`src/rtl/dvfs_pkg.sv`:
```
package dvfs_pkg;

   typedef enum logic [2:0] {
      ST_BOOT,
      ST_IDLE,
      ST_RISE_V,
      ST_RISE_F,
      ST_FALL_F,
      ST_FALL_V
   } op_state_e;

   // Handshake channel numbering used by the wait generate loop.
   localparam int CH_VOLT = 0;
   localparam int CH_CLK  = 1;

   // Lowest voltage entry whose frequency ceiling reaches f (8-bit fields).
   function automatic int min_volt_for(input logic [511:0] fmax_tbl, input int nv, input int f);
      int r;
      r = nv - 1;
      for (int v = nv - 1; v >= 0; v--) begin
         if (int'(fmax_tbl[v*8 +: 8]) >= f) r = v;
      end
      return r;
   endfunction

endpackage

```
`src/rtl/dvfs_point_pick.sv`:
```
module dvfs_point_pick #(
   parameter int NF = 4,
   parameter int NV = 4,
   parameter int LVL_W = 4,
   parameter int FI_W = 2,
   parameter int VI_W = 2,
   parameter logic [NF*LVL_W-1:0] FREQ_PERF = '0,
   parameter logic [NV*8-1:0] VOLT_FMAX = '0
) (
   input  logic [LVL_W-1:0] level_i,
   output logic [FI_W-1:0]  freq_o,
   output logic [VI_W-1:0]  volt_o
);

   // Elaboration-time sanity of the configuration.
   if (NF < 2 || NV < 2 || NV > 64) begin : g_bad_size
      $error("dvfs_point_pick: table sizes out of range");
   end
   for (genvar g = 1; g < NF; g++) begin : g_chk_perf
      if (FREQ_PERF[g*LVL_W +: LVL_W] <= FREQ_PERF[(g-1)*LVL_W +: LVL_W]) begin : g_bad
         $error("dvfs_point_pick: performance ratings must rise strictly");
      end
   end
   for (genvar g = 1; g < NV; g++) begin : g_chk_fmax
      if (VOLT_FMAX[g*8 +: 8] < VOLT_FMAX[(g-1)*8 +: 8]) begin : g_bad
         $error("dvfs_point_pick: voltage ceilings must not fall");
      end
   end
   if (int'(VOLT_FMAX[(NV-1)*8 +: 8]) < NF - 1) begin : g_bad_top
      $error("dvfs_point_pick: top voltage cannot run top frequency");
   end

   logic [NF-1:0] meets;

   for (genvar g = 0; g < NF; g++) begin : g_meet
      assign meets[g] = (FREQ_PERF[g*LVL_W +: LVL_W] >= level_i);
   end

   always_comb begin
      logic [FI_W-1:0] f;
      f = FI_W'(NF - 1);
      for (int i = NF - 1; i >= 0; i--) begin
         if (meets[i]) f = FI_W'(i);
      end
      freq_o = f;
      volt_o = VI_W'(dvfs_pkg::min_volt_for(512'(VOLT_FMAX), NV, int'(f)));
   end

endmodule

```
`src/rtl/dvfs_settle_wait.sv`:
```
module dvfs_settle_wait #(
   parameter int TMO_W = 8
) (
   input  logic             clk,
   input  logic             rst_n,
   input  logic             arm_i,
   input  logic             wait_i,
   input  logic             flag_i,
   input  logic [TMO_W-1:0] limit_i,
   output logic             done_o,
   output logic             expired_o
);

   logic             seen_low_q;
   logic [TMO_W-1:0] cnt_q;

   always_ff @(posedge clk or negedge rst_n) begin
      if (!rst_n) begin
         seen_low_q <= 1'b0;
         cnt_q      <= '0;
      end else if (arm_i) begin
         seen_low_q <= 1'b0;
         cnt_q      <= '0;
      end else if (wait_i) begin
         if (!flag_i) seen_low_q <= 1'b1;
         if (cnt_q != '1) cnt_q <= cnt_q + 1'b1;
      end
   end

   assign done_o    = wait_i && seen_low_q && flag_i;
   assign expired_o = wait_i && !done_o && (limit_i != '0) && (cnt_q == limit_i - 1'b1);

   // a fresh wait cannot complete in the cycle right after it is armed.
   assert_arm_blocks_done_R10: assert property (@(posedge clk) disable iff (!rst_n)
      arm_i |=> !done_o);

endmodule

```
`src/rtl/dvfs_point_ctrl.sv`:
```
module dvfs_point_ctrl #(
   parameter int NF = 4,
   parameter int NV = 4,
   parameter int LVL_W = 4,
   parameter int TMO_W = 8,
   parameter logic [NF*LVL_W-1:0] FREQ_PERF = {4'd14, 4'd9, 4'd5, 4'd2},
   parameter logic [NV*8-1:0] VOLT_FMAX = {8'd3, 8'd2, 8'd2, 8'd0}
) (
   input  logic                    clk,
   input  logic                    rst_n,
   input  logic [LVL_W-1:0]        perf_req_i,
   input  logic [TMO_W-1:0]        tmo_limit_i,
   output logic [$clog2(NV)-1:0]   volt_sel_o,
   output logic [$clog2(NF)-1:0]   freq_sel_o,
   input  logic                    volt_ok_i,
   input  logic                    clk_ok_i,
   output logic                    busy_o,
   output logic [$clog2(NV)-1:0]   cur_volt_o,
   output logic [$clog2(NF)-1:0]   cur_freq_o,
   output logic                    fault_o
);
   import dvfs_pkg::*;

   localparam int FI_W  = $clog2(NF);
   localparam int VI_W  = $clog2(NV);
   localparam int TOP_F = NF - 1;
   localparam int TOP_V = min_volt_for(512'(VOLT_FMAX), NV, TOP_F);

   logic [FI_W-1:0] pick_f;
   logic [VI_W-1:0] pick_v;

   dvfs_point_pick #(
      .NF(NF), .NV(NV), .LVL_W(LVL_W), .FI_W(FI_W), .VI_W(VI_W),
      .FREQ_PERF(FREQ_PERF), .VOLT_FMAX(VOLT_FMAX)
   ) u_pick (
      .level_i(perf_req_i),
      .freq_o (pick_f),
      .volt_o (pick_v)
   );

   op_state_e       st_q, st_d;
   logic [VI_W-1:0] vsel_q, vsel_d, curv_q, curv_d, tgtv_q, tgtv_d;
   logic [FI_W-1:0] fsel_q, fsel_d, curf_q, curf_d, tgtf_q, tgtf_d, failf_q, failf_d;
   logic            flt_q, flt_d, failv_q, failv_d;
   logic            finish, abort;

   // Handshake channels: index CH_VOLT follows the regulator, CH_CLK the clock.
   logic [1:0] ch_arm, ch_wait, ch_flag, ch_done, ch_exp;

   assign ch_flag[CH_VOLT] = volt_ok_i;
   assign ch_flag[CH_CLK]  = clk_ok_i;
   assign ch_wait[CH_VOLT] = (st_q == ST_RISE_V) || (st_q == ST_FALL_V);
   assign ch_wait[CH_CLK]  = (st_q == ST_RISE_F) || (st_q == ST_FALL_F);

   for (genvar c = 0; c < 2; c++) begin : g_wait
      dvfs_settle_wait #(.TMO_W(TMO_W)) u_wait (
         .clk      (clk),
         .rst_n    (rst_n),
         .arm_i    (ch_arm[c]),
         .wait_i   (ch_wait[c]),
         .flag_i   (ch_flag[c]),
         .limit_i  (tmo_limit_i),
         .done_o   (ch_done[c]),
         .expired_o(ch_exp[c])
      );
   end

   always_comb begin
      st_d    = st_q;
      vsel_d  = vsel_q;
      fsel_d  = fsel_q;
      curv_d  = curv_q;
      curf_d  = curf_q;
      tgtv_d  = tgtv_q;
      tgtf_d  = tgtf_q;
      flt_d   = flt_q;
      failv_d = failv_q;
      failf_d = failf_q;
      ch_arm  = 2'b00;
      finish  = 1'b0;
      abort   = 1'b0;
      case (st_q)
         ST_BOOT: begin
            if (volt_ok_i && clk_ok_i) st_d = ST_IDLE;
         end
         ST_IDLE: begin
            if (pick_f != curf_q && !(failv_q && pick_f == failf_q)) begin
               tgtf_d = pick_f;
               tgtv_d = pick_v;
               if (pick_f > curf_q) begin
                  if (pick_v != curv_q) begin
                     vsel_d = pick_v;
                     st_d   = ST_RISE_V;
                     ch_arm[CH_VOLT] = 1'b1;
                  end else begin
                     fsel_d = pick_f;
                     st_d   = ST_RISE_F;
                     ch_arm[CH_CLK] = 1'b1;
                  end
               end else begin
                  fsel_d = pick_f;
                  st_d   = ST_FALL_F;
                  ch_arm[CH_CLK] = 1'b1;
               end
            end
         end
         ST_RISE_V: begin
            if (ch_done[CH_VOLT]) begin
               fsel_d = tgtf_q;
               st_d   = ST_RISE_F;
               ch_arm[CH_CLK] = 1'b1;
            end else if (ch_exp[CH_VOLT]) begin
               abort = 1'b1;
            end
         end
         ST_RISE_F: begin
            if (ch_done[CH_CLK]) finish = 1'b1;
            else if (ch_exp[CH_CLK]) abort = 1'b1;
         end
         ST_FALL_F: begin
            if (ch_done[CH_CLK]) begin
               if (tgtv_q != curv_q) begin
                  vsel_d = tgtv_q;
                  st_d   = ST_FALL_V;
                  ch_arm[CH_VOLT] = 1'b1;
               end else begin
                  finish = 1'b1;
               end
            end else if (ch_exp[CH_CLK]) begin
               abort = 1'b1;
            end
         end
         ST_FALL_V: begin
            if (ch_done[CH_VOLT]) finish = 1'b1;
            else if (ch_exp[CH_VOLT]) abort = 1'b1;
         end
         default: st_d = ST_BOOT;
      endcase
      if (finish) begin
         curf_d  = tgtf_q;
         curv_d  = tgtv_q;
         failv_d = 1'b0;
         st_d    = ST_IDLE;
      end
      if (abort) begin
         vsel_d  = curv_q;
         fsel_d  = curf_q;
         flt_d   = 1'b1;
         failv_d = 1'b1;
         failf_d = tgtf_q;
         st_d    = ST_IDLE;
      end
   end

   always_ff @(posedge clk or negedge rst_n) begin
      if (!rst_n) begin
         st_q    <= ST_BOOT;
         vsel_q  <= VI_W'(TOP_V);
         fsel_q  <= FI_W'(TOP_F);
         curv_q  <= VI_W'(TOP_V);
         curf_q  <= FI_W'(TOP_F);
         tgtv_q  <= VI_W'(TOP_V);
         tgtf_q  <= FI_W'(TOP_F);
         flt_q   <= 1'b0;
         failv_q <= 1'b0;
         failf_q <= '0;
      end else begin
         st_q    <= st_d;
         vsel_q  <= vsel_d;
         fsel_q  <= fsel_d;
         curv_q  <= curv_d;
         curf_q  <= curf_d;
         tgtv_q  <= tgtv_d;
         tgtf_q  <= tgtf_d;
         flt_q   <= flt_d;
         failv_q <= failv_d;
         failf_q <= failf_d;
      end
   end

   assign volt_sel_o = vsel_q;
   assign freq_sel_o = fsel_q;
   assign cur_volt_o = curv_q;
   assign cur_freq_o = curf_q;
   assign fault_o    = flt_q;
   assign busy_o     = (st_q != ST_IDLE);

   // the driven voltage always covers the driven frequency.
   assert_volt_covers_freq_R2: assert property (@(posedge clk) disable iff (!rst_n)
      int'(VOLT_FMAX[int'(volt_sel_o)*8 +: 8]) >= int'(freq_sel_o));
   // frequency holds while the raised voltage has not settled.
   assert_rise_holds_freq_R3: assert property (@(posedge clk) disable iff (!rst_n)
      (st_q == ST_RISE_V && !ch_done[CH_VOLT]) |=> $stable(freq_sel_o));
   // voltage holds while the lowered clock has not locked.
   assert_fall_holds_volt_R4: assert property (@(posedge clk) disable iff (!rst_n)
      (st_q == ST_FALL_F && !ch_done[CH_CLK]) |=> $stable(volt_sel_o));
   // a request naming the current frequency starts nothing.
   assert_same_point_stays_idle_R5: assert property (@(posedge clk) disable iff (!rst_n)
      (!busy_o && pick_f == cur_freq_o) |=> !busy_o);
   // the fault flag is sticky, and an abort lands in idle.
   assert_fault_sticky_R7: assert property (@(posedge clk) disable iff (!rst_n)
      fault_o |=> fault_o);
   assert_abort_goes_idle_R7: assert property (@(posedge clk) disable iff (!rst_n)
      $rose(fault_o) |-> !busy_o);
   // when not busy, the reported point is the driven point.
   assert_idle_point_matches_R8: assert property (@(posedge clk) disable iff (!rst_n)
      !busy_o |-> (volt_sel_o == cur_volt_o && freq_sel_o == cur_freq_o));
   // the boot wait drives the top frequency.
   assert_boot_top_freq_R9: assert property (@(posedge clk) disable iff (!rst_n)
      (st_q == ST_BOOT) |-> (int'(freq_sel_o) == TOP_F && busy_o));

endmodule

```
`config.mk`:
```
export PLATFORM = sky130hd
export DESIGN_NAME = dvfs_point_ctrl
export DESIGN_NICKNAME = d
export VERILOG_FILES = /design/src/rtl/dvfs_pkg.sv /design/src/rtl/dvfs_point_pick.sv /design/src/rtl/dvfs_settle_wait.sv /design/src/rtl/dvfs_point_ctrl.sv
export SDC_FILE = /design/constraint.sdc
export NUM_CORES = 1
export LEC_CHECK = 0
export BUFFER_PORTS_ARGS = -buffer_cell sky130_fd_sc_hd__buf_2
export CAP_MARGIN = 20
export CORE_AREA = 2 2 95 97
export CTS_BUF_LIST = sky130_fd_sc_hd__clkbuf_4 sky130_fd_sc_hd__clkbuf_8
export CTS_CLUSTER_SIZE = 16
export DETAILED_ROUTE_END_ITERATION = 8
export DIE_AREA = 0 0 97 99
export PLACE_DENSITY_LB_ADDON = 0.25
export SYNTH_ARGS = -nofsm -noshare
export SYNTH_HDL_FRONTEND = slang
export SYNTH_SLANG_ARGS = --single-unit
```
`constraint.sdc`:
```
create_clock -name clk -period 2.8 [get_ports clk]
set_clock_uncertainty 0.05 [all_clocks]
set_input_delay 0.56 -clock clk [delete_from_list [all_inputs] [get_ports clk]]
set_output_delay 0.56 -clock clk [all_outputs]
set_load 0.1 [all_outputs]
```
* Yosys cells after proc, flatten, opt, wreduce, memory -nomap -nowiden
Cells that the tools add are included.
Operators by class: reduce and logical (&&, ||, !) cells 38, $lt $le $gt $ge 6, eq/ne operators 29, $add $sub $neg 3, mux-type cells 61
Operator list (number):
- $mux 8 | 6
- $mux 2 | 16
- $mux 1 | 24
- $mux 3 | 8
- $add 8x1->8 const B | 2
- $eq 8x8->1 | 2
- $ne 8x8->1 const B | 2
- $pmux 3 s5 | 1
- $logic_and 1x1->1 | 13
- $ne 4x3->1 const B | 3
- $ne 4x4->1 const B | 3
- $reduce_and 6->1 | 2
- $reduce_and 2->1 | 5
- $reduce_bool 2->1 | 5
- $ne 3x2->1 const B | 3
- $ne 3x3->1 const B | 3
- $pmux 2 s2 | 2
- $reduce_bool 8->1 | 1
- $sub 8x1->8 const B | 1
- $eq 3x2->1 const B | 2
- $eq 3x3->1 const B | 2
- $ne 2x2->1 | 3
- $ne 3x1->1 const B | 2
- $pmux 1 s2 | 3
- other kinds (16) | 23
Storage, ports and cells: register bits after elaboration 37, input port bits 16, output and inout port bits 10

* Logic depth before layout (Yosys ltp)
Gate-level depths: netlist of the first run.
word-level depth 14, depth in mapped cells 12, gate-level depth less buffers 11

* Modules after synthesis
Synthesis of the first run repeated with hierarchy kept, for this count alone.
Unflattened totals: cells, all modules 300, area total of the unflattened synthesis 2773.9 um^2
By module, submodules not included:
- dvfs_settle_wait | cells each 81, sequential area each 225.2 um^2, times used 2, area each 718.2 um^2
- dvfs_point_ctrl | cells each 130, sequential area each 490.5 um^2, times used 1, area each 1296.2 um^2
- dvfs_point_pick | cells each 8, sequential area each 0.0 um^2, times used 1, area each 41.3 um^2

* Least setup slack after synthesis of the first run
Ideal clock, no wire load.
path type input -> register, start input tmo_limit_i[0], end register st_q[0], path slack -0.132 ns, stages 10, arrival 2.750 ns, library setup time 0.131 ns, data required time 2.619 ns, buffers on the path 1, path through clkbuf_1 -> inv_1 -> ha_1 -> or3b_4 -> nor3_4 -> xnor3_1 -> o2111a_1 -> a32o_1 -> or2_1 -> or3_1
On the way: longest elaborated chain between the ends 8, elaborated cells between the ends (all ways) 21, those cells by class add/sub (1); eq/ne (8); mux (6); reduce/logical (6)
Ends and longest elaborated chain:
- start, declared | RTL line dvfs_point_ctrl.sv:12 | input logic [TMO_W-1:0] tmo_limit_i,
- $sub 8x1->8 or $reduce_bool 8->1 (tied branches) | RTL line dvfs_settle_wait.sv:31 | assign expired_o = wait_i && !done_o && (limit_i != '0) && (cnt_q == limit_i - 1'b1);
- $eq 8x8->1 or $logic_and 1x1->1 (tied branches) | RTL line dvfs_settle_wait.sv:31
- $logic_and 1x1->1 | RTL line dvfs_settle_wait.sv:31
- $mux 1, on equally long branches
- $mux 1, on equally long branches | RTL line dvfs_point_ctrl.sv:108, dvfs_point_ctrl.sv:117
- $pmux 1 s2 * | RTL line dvfs_point_ctrl.sv:82 | case (st_q)
- $ne 4x4->1 (no source line), or another cell as far along
- $reduce_and 6->1 (no source line)
- end signal, assigned | RTL line dvfs_point_ctrl.sv:168 | st_q <= st_d;
- end, declared | RTL line dvfs_point_ctrl.sv:41 | op_state_e st_q, st_d;
Every way passes the cells marked *; elsewhere a longest branch is shown, timed or not. A chain may end at the register's enable or synchronous reset.

* Final worst setup path of the first run
start input tmo_limit_i[1], end register st_q[0]
Same word-level chain as after synthesis.

==> results_dict.tcl, run 1 <==
set metrics [dict create \
    status "finished clean" \
    gr-usage-all-layers 0.130 \
    num_rows 34 \
    fin_nets 342 \
    grt_first_pass_wirelength_mm 10.2 \
    synth_common_cells "nor2_1 (33), dfrtp_1 (25), xnor2_1 (19), inv_1 (17), nand2_1 (17)" \
    vias 2084 \
    yosysTopAreaCellShare 0.248 \
    dp.final_hpwl_mm 4.46 \
    clk_pin_slew_ns 0.07 \
    die_h_um 99 \
    clk_latency_ns 0.29 \
    cp-end-kind "flop" \
    die_w_um 97 \
    area_delta_synth_final_pct 19.8 \
    hold_path_class "in2async" \
    layout_setup_ws_ns 0.191 \
    wl_per_cell_um 13.5 \
    grt_pass1_vias 2063 \
    cts_tree "yes" \
    syn_avg_cell_area_um2 9.24 \
    async_flop_share 1.00 \
    yosys_warnings 0 \
    drt-initial-drc-count 46 \
    drv_slew 0 \
    ys.flop_type "dfrtp_1" \
    reg2reg_slack_ns 0.32 \
    clock.fmax_mhz 383 \
    synth-edff-count 0 \
    synth.most_common_cell "nor2_1" \
    dp_worst_setup_slack_ns -0.117 \
    cts_root_buffer "clkbuf_8" \
    startpoint_type "input port" \
    drc 0 \
    dp_cells 421 \
    setup_tns_ns 0 \
    finalCritPeriodShare 0.932 \
    finalNonFillerCells 429 \
    dieArea_um2 9600 \
    grt_max_degree 38 \
    setup_viol 0 \
    grt.overflow.total 0 \
    routed_wl_mm 5.80 \
    slew-limit-headroom 0.428 \
    rsz0062_at_grt "no" \
    vias_per_cell 4.86 \
    synth_fp_nets 295 \
    maxCapViolCount 0 \
    cts_resized 0 \
    antenna_found_initial 0 \
    netlist_instances 273 \
    hold_buffers 0 \
    setup.worst_path.class "in2reg" \
    cp.required_ns 2.91 \
    ioPinCount 26 \
    place.gp.congestion 0.819 \
    synth_seq_cells 37 \
    io_buffers 25 \
    cts_buffer_depth 2 \
    final_util 0.353 \
    critical_path.max_fanout 2 \
    synthTopCellsByArea "dfrtp_1 (25%), dfstp_2 (13%), xnor2_1 (6.6%), nor2_1 (4.9%), mux2_2 (4.0%)" \
    cp_data_arrival_time_ns 2.72 \
    antenna_left 0 \
    synth.cell_area_um2 2520 \
    ir_worst_vdd_v 0.000656 \
    hold_slack_ns 0.335 \
    h-tree-depth 2 \
    power.density_nw_per_um2 1050 \
    tightest_slew_ns 0.857 \
    firstDrtPassIters 4 \
    min_period_ns 2.61 \
    cts_setup_buffers 0 \
    synth_area_leader_cell "dfrtp_1" \
    floorplan.initialDensity 0.295 \
    ys_seq_area_frac 0.373 \
    core_um2 8550 \
    drive_above_1_share 0.277 \
    numCtsBuffers 5 \
    reg2reg_depth 7 \
    cts.sinks 37 \
    synthDistinctLibCells 51 \
    n_antenna_cell 0 \
    total_leakage_power_uw 0.00130 \
    finalHoldViolCount 0 \
]
==> through the flow <==
| stage | total power [uW] | area, um2 |
|---|---|---|
| 2_1_floorplan | 2370 | 2560 |
| 3_3_place_gp | 2780 | 2930 |
| 3_5_place_dp | 2810 | 2930 |
| 4_1_cts | 3220 | 3020 |
| 5_1_grt | 3420 | 3020 |
| 6_report | 3170 | 3020 |
==> worst paths after layout <==
path,start,to
worst max-delay path,tmo_limit_i[1],st_q[0]
worst min-delay path,rst_n,fault_o
worst max register to register,st_q[0],failf_q[0]
worst min register to register,fault_o,fault_o
max in group asynchronous,rst_n,g_wait[0].u_wait.cnt_q[5]
min in group clk,fault_o,fault_o
==> sequential cells by signal, indices dropped and copies added, names as in the netlist, 2 cells and up <==
register,cells
cur_volt_o,2
tgtf_q,2
g_wait.u_wait.seen_low_q,2
tgtv_q,2
failf_q,2
g_wait.u_wait.cnt_q,16
st_q,3
volt_sel_o,2
cur_freq_o,2
freq_sel_o,2
==> critical path: stages <==
cell and delay (ns):
buf_2 0.11, inv_1 0.10, ha_4 0.14, or3b_4 0.39, nor3_4 0.22, xnor3_1 0.24, o2111a_1 0.13, a32o_1 0.25
or2_1 0.24, or3_1 0.34
==> layout by cell type, fill, tap and decap left out, drive strengths merged, types with 11 or more instances in the layout <==
cell	Yosys	routed
xor2	11	11
inv	17	17
dfrtp	25	25
buf	7	49
dfstp	12	12
xnor2	19	19
nor2	33	33
a21oi	16	16
nand2	17	17
==> final cells by class <==
type,instances,area (um2)
sequential,37,941
fill,907,5530
timing repair buffer,49,305
clock buffer,8,91.3
inverter,17,68.8
multi-input combinational,210,1480
tap,108,135
==> kinds of logic (layout without fill, tap and decap cells) <==
| family | after synthesis | after routing | share of synthesized area |
|---|---|---|---|
| compound gates | 50 | 50 | 0.136 |
| simple gates | 104 | 104 | 0.218 |
| fa+ha+maj | 6 | 6 | 0.0298 |
| mux | 18 | 18 | 0.0759 |
| xor+xnor | 32 | 32 | 0.122 |
| buf+inv | 26 | 74 | 0.0456 |
| flops | 37 | 37 | 0.373 |
==> per-layer routing <==
metal / part of all wire / track usage / vias to the layer above
met4: 0.0040 / 0.0358 / 0
met3: 0.030 / 0.0241 / 2
li1: - / - / 1062
met2: 0.48 / 0.216 / 29
met5: 0 / 0 / -
met1: 0.49 / 0.175 / 991
==> where the power goes <==
group | internal [uW] | switching (uW)
registers | 804 | 245
clock network | 206 | 180
logic | 641 | 1090
total | 1650 | 1520
Note: power is estimated with default switching activity, not from simulation.
==> run 2, diff against run 1 <==
Settings changed: PLACE_DENSITY_LB_ADDON 0.25 to 0.05.
==> run 2 against run 1 <==
Net effect:
- worst hold slack lost 0.018 ns
- largest power group unchanged
- count of clock-buffer cells in the layout shrank 1
- clock power grew 8.0%
==> results_dict.tcl, run 2 (same netlist as run 1, synthesis figures left out) <==
set metrics [dict create \
    tightest_slew_ns 0.863 \
    cts.sinks 37 \
    setup.worst_path.class "in2reg" \
    drt-initial-drc-count 76 \
    die_w_um 97 \
    cp_data_arrival_time_ns 2.71 \
    floorplan.initialDensity 0.295 \
    multi_input_area_um2 1480 \
    finalCritPeriodShare 0.928 \
    grt_pass1_vias 2085 \
    hold_buffers 0 \
    gr-usage-all-layers 0.139 \
    r2r-start "st_q[0]" \
    grt_max_degree 38 \
    min_period_ns 2.60 \
    reg2reg_slack_ns 0.24 \
    area_delta_synth_final_pct 20.1 \
    critPathLaunch "tmo_limit_i[1]" \
    setup_viol 0 \
    dp_worst_setup_slack_ns -0.106 \
    clock.fmax_mhz 385 \
    clk_pin_slew_ns 0.08 \
    hold_path_class "in2async" \
    largest_register_ffs 16 \
    finalHoldViolCount 0 \
    final_cell_mix "nor2_1 (33), dfrtp_1 (25), buf_2 (25), buf_4 (24), xnor2_1 (19)" \
    drv_slew 0 \
    antenna_found_initial 0 \
    critical_path.max_fanout 2 \
    drc 0 \
    cp-end-kind "flop" \
    largest_register "g_wait.u_wait.cnt_q" \
    grt_first_pass_wirelength_mm 10.7 \
    dieArea_um2 9600 \
    fin_nets 342 \
    maxCapViolCount 0 \
    firstDrtPassIters 4 \
    die_h_um 99 \
    slowest_stage "or3b_4" \
    h-tree-depth 2 \
    layout_setup_ws_ns 0.202 \
    wl_per_cell_um 14.8 \
    final_util 0.354 \
    ir_worst_vdd_v 0.000659 \
    vias 2069 \
    cp.required_ns 2.91 \
    n_antenna_cell 0 \
    nFillCells 910 \
    grt.overflow.total 0 \
    status "finished clean" \
    place.gp.congestion 0.809 \
    drive_above_1_share 0.277 \
    routed_wl_mm 6.36 \
    seq_area_um2 941 \
    total_leakage_power_uw 0.00130 \
    rsz0062_at_grt "no" \
    r2r_end "failf_q[1]" \
    cts_setup_buffers 0 \
    reg2reg_depth 7 \
    antenna_left 0 \
    cts_resized 0 \
    cpPeakStageDelay_ns 0.39 \
    slew-limit-headroom 0.425 \
    top_regs "g_wait.u_wait.cnt_q (16), st_q (3)" \
    power.density_nw_per_um2 1060 \
    core_um2 8550 \
    vias_per_cell 4.82 \
    startpoint_type "input port" \
    dp.final_hpwl_mm 4.87 \
    numCtsBuffers 5 \
    crit_end "st_q[0]" \
    clk_latency_ns 0.29 \
    cts_root_buffer "clkbuf_8" \
    final_common_cell "nor2_1" \
    num_rows 34 \
    cts_buffer_depth 2 \
    ioPinCount 26 \
    cts_tree "yes" \
    crit_chain "buf_2 > inv_1 > ha_4 > or3b_4 > nor3_4 > xnor3_1 > a21boi_0 > a32o_1 > or2_1 > or3_1" \
    io_buffers 25 \
]
-- run 2: power by group --
group          internal (uW)  switching, uW
Combinational            644           1110
Clock                    223            194
Sequential               804            248
Total                   1670           1550
-- run 2: per-stage QoR --
stage,area (um2),instances,power (uW),setup TNS [ns],hold WS (ns)
global route,3030,429,3480,0,0.414
floorplan,2560,273,2370,0,0.214
finish,3030,429,3220,0,0.317
global placement,2930,421,2830,-0.0563,0.406
CTS,3030,429,3270,0,0.363
detailed placement,2930,421,2830,-0.184,0.408
-- run 2: cell type report --
class	count	area share
Timing Repair Buffer	49	0.101
Inverter	17	0.0227
Sequential cell	37	0.310
Clock buffer	7	0.0318
Multi-Input combinational cell	210	0.488
Tap cell	108	0.0446
Clock inverter	1	0.00165
-- run 2: worst max-delay path: cells and delay by family --
| kind | cells | cell delay (ns) |
|---|---|---|
| compound gates | 2 | 0.38 |
| xor+xnor | 1 | 0.23 |
| fa+ha+maj | 1 | 0.14 |
| buf+inv | 2 | 0.20 |
| simple gates | 4 | 1.20 |
-- run 2: how the worst min path moves through the flow --
stage,cells past startpoint,from,endpoint
final,1,rst_n,g_wait[1].u_wait.cnt_q[5]
after floorplan,0,rst_n,failf_q[0]
after global placement,1,failv_q,failv_q
after global routing,1,rst_n,failf_q[0]
after CTS,1,rst_n,g_wait[1].u_wait.cnt_q[5]
after detailed placement,1,failv_q,failv_q
-- run 2: layer usage --
layer  vias up  track usage  part of all wire
li1       1058            -                 -
met1       982        0.181              0.49
met2        25        0.239              0.48
met3         4       0.0255             0.025
met4         0       0.0325            0.0083
met5         -            0                 0
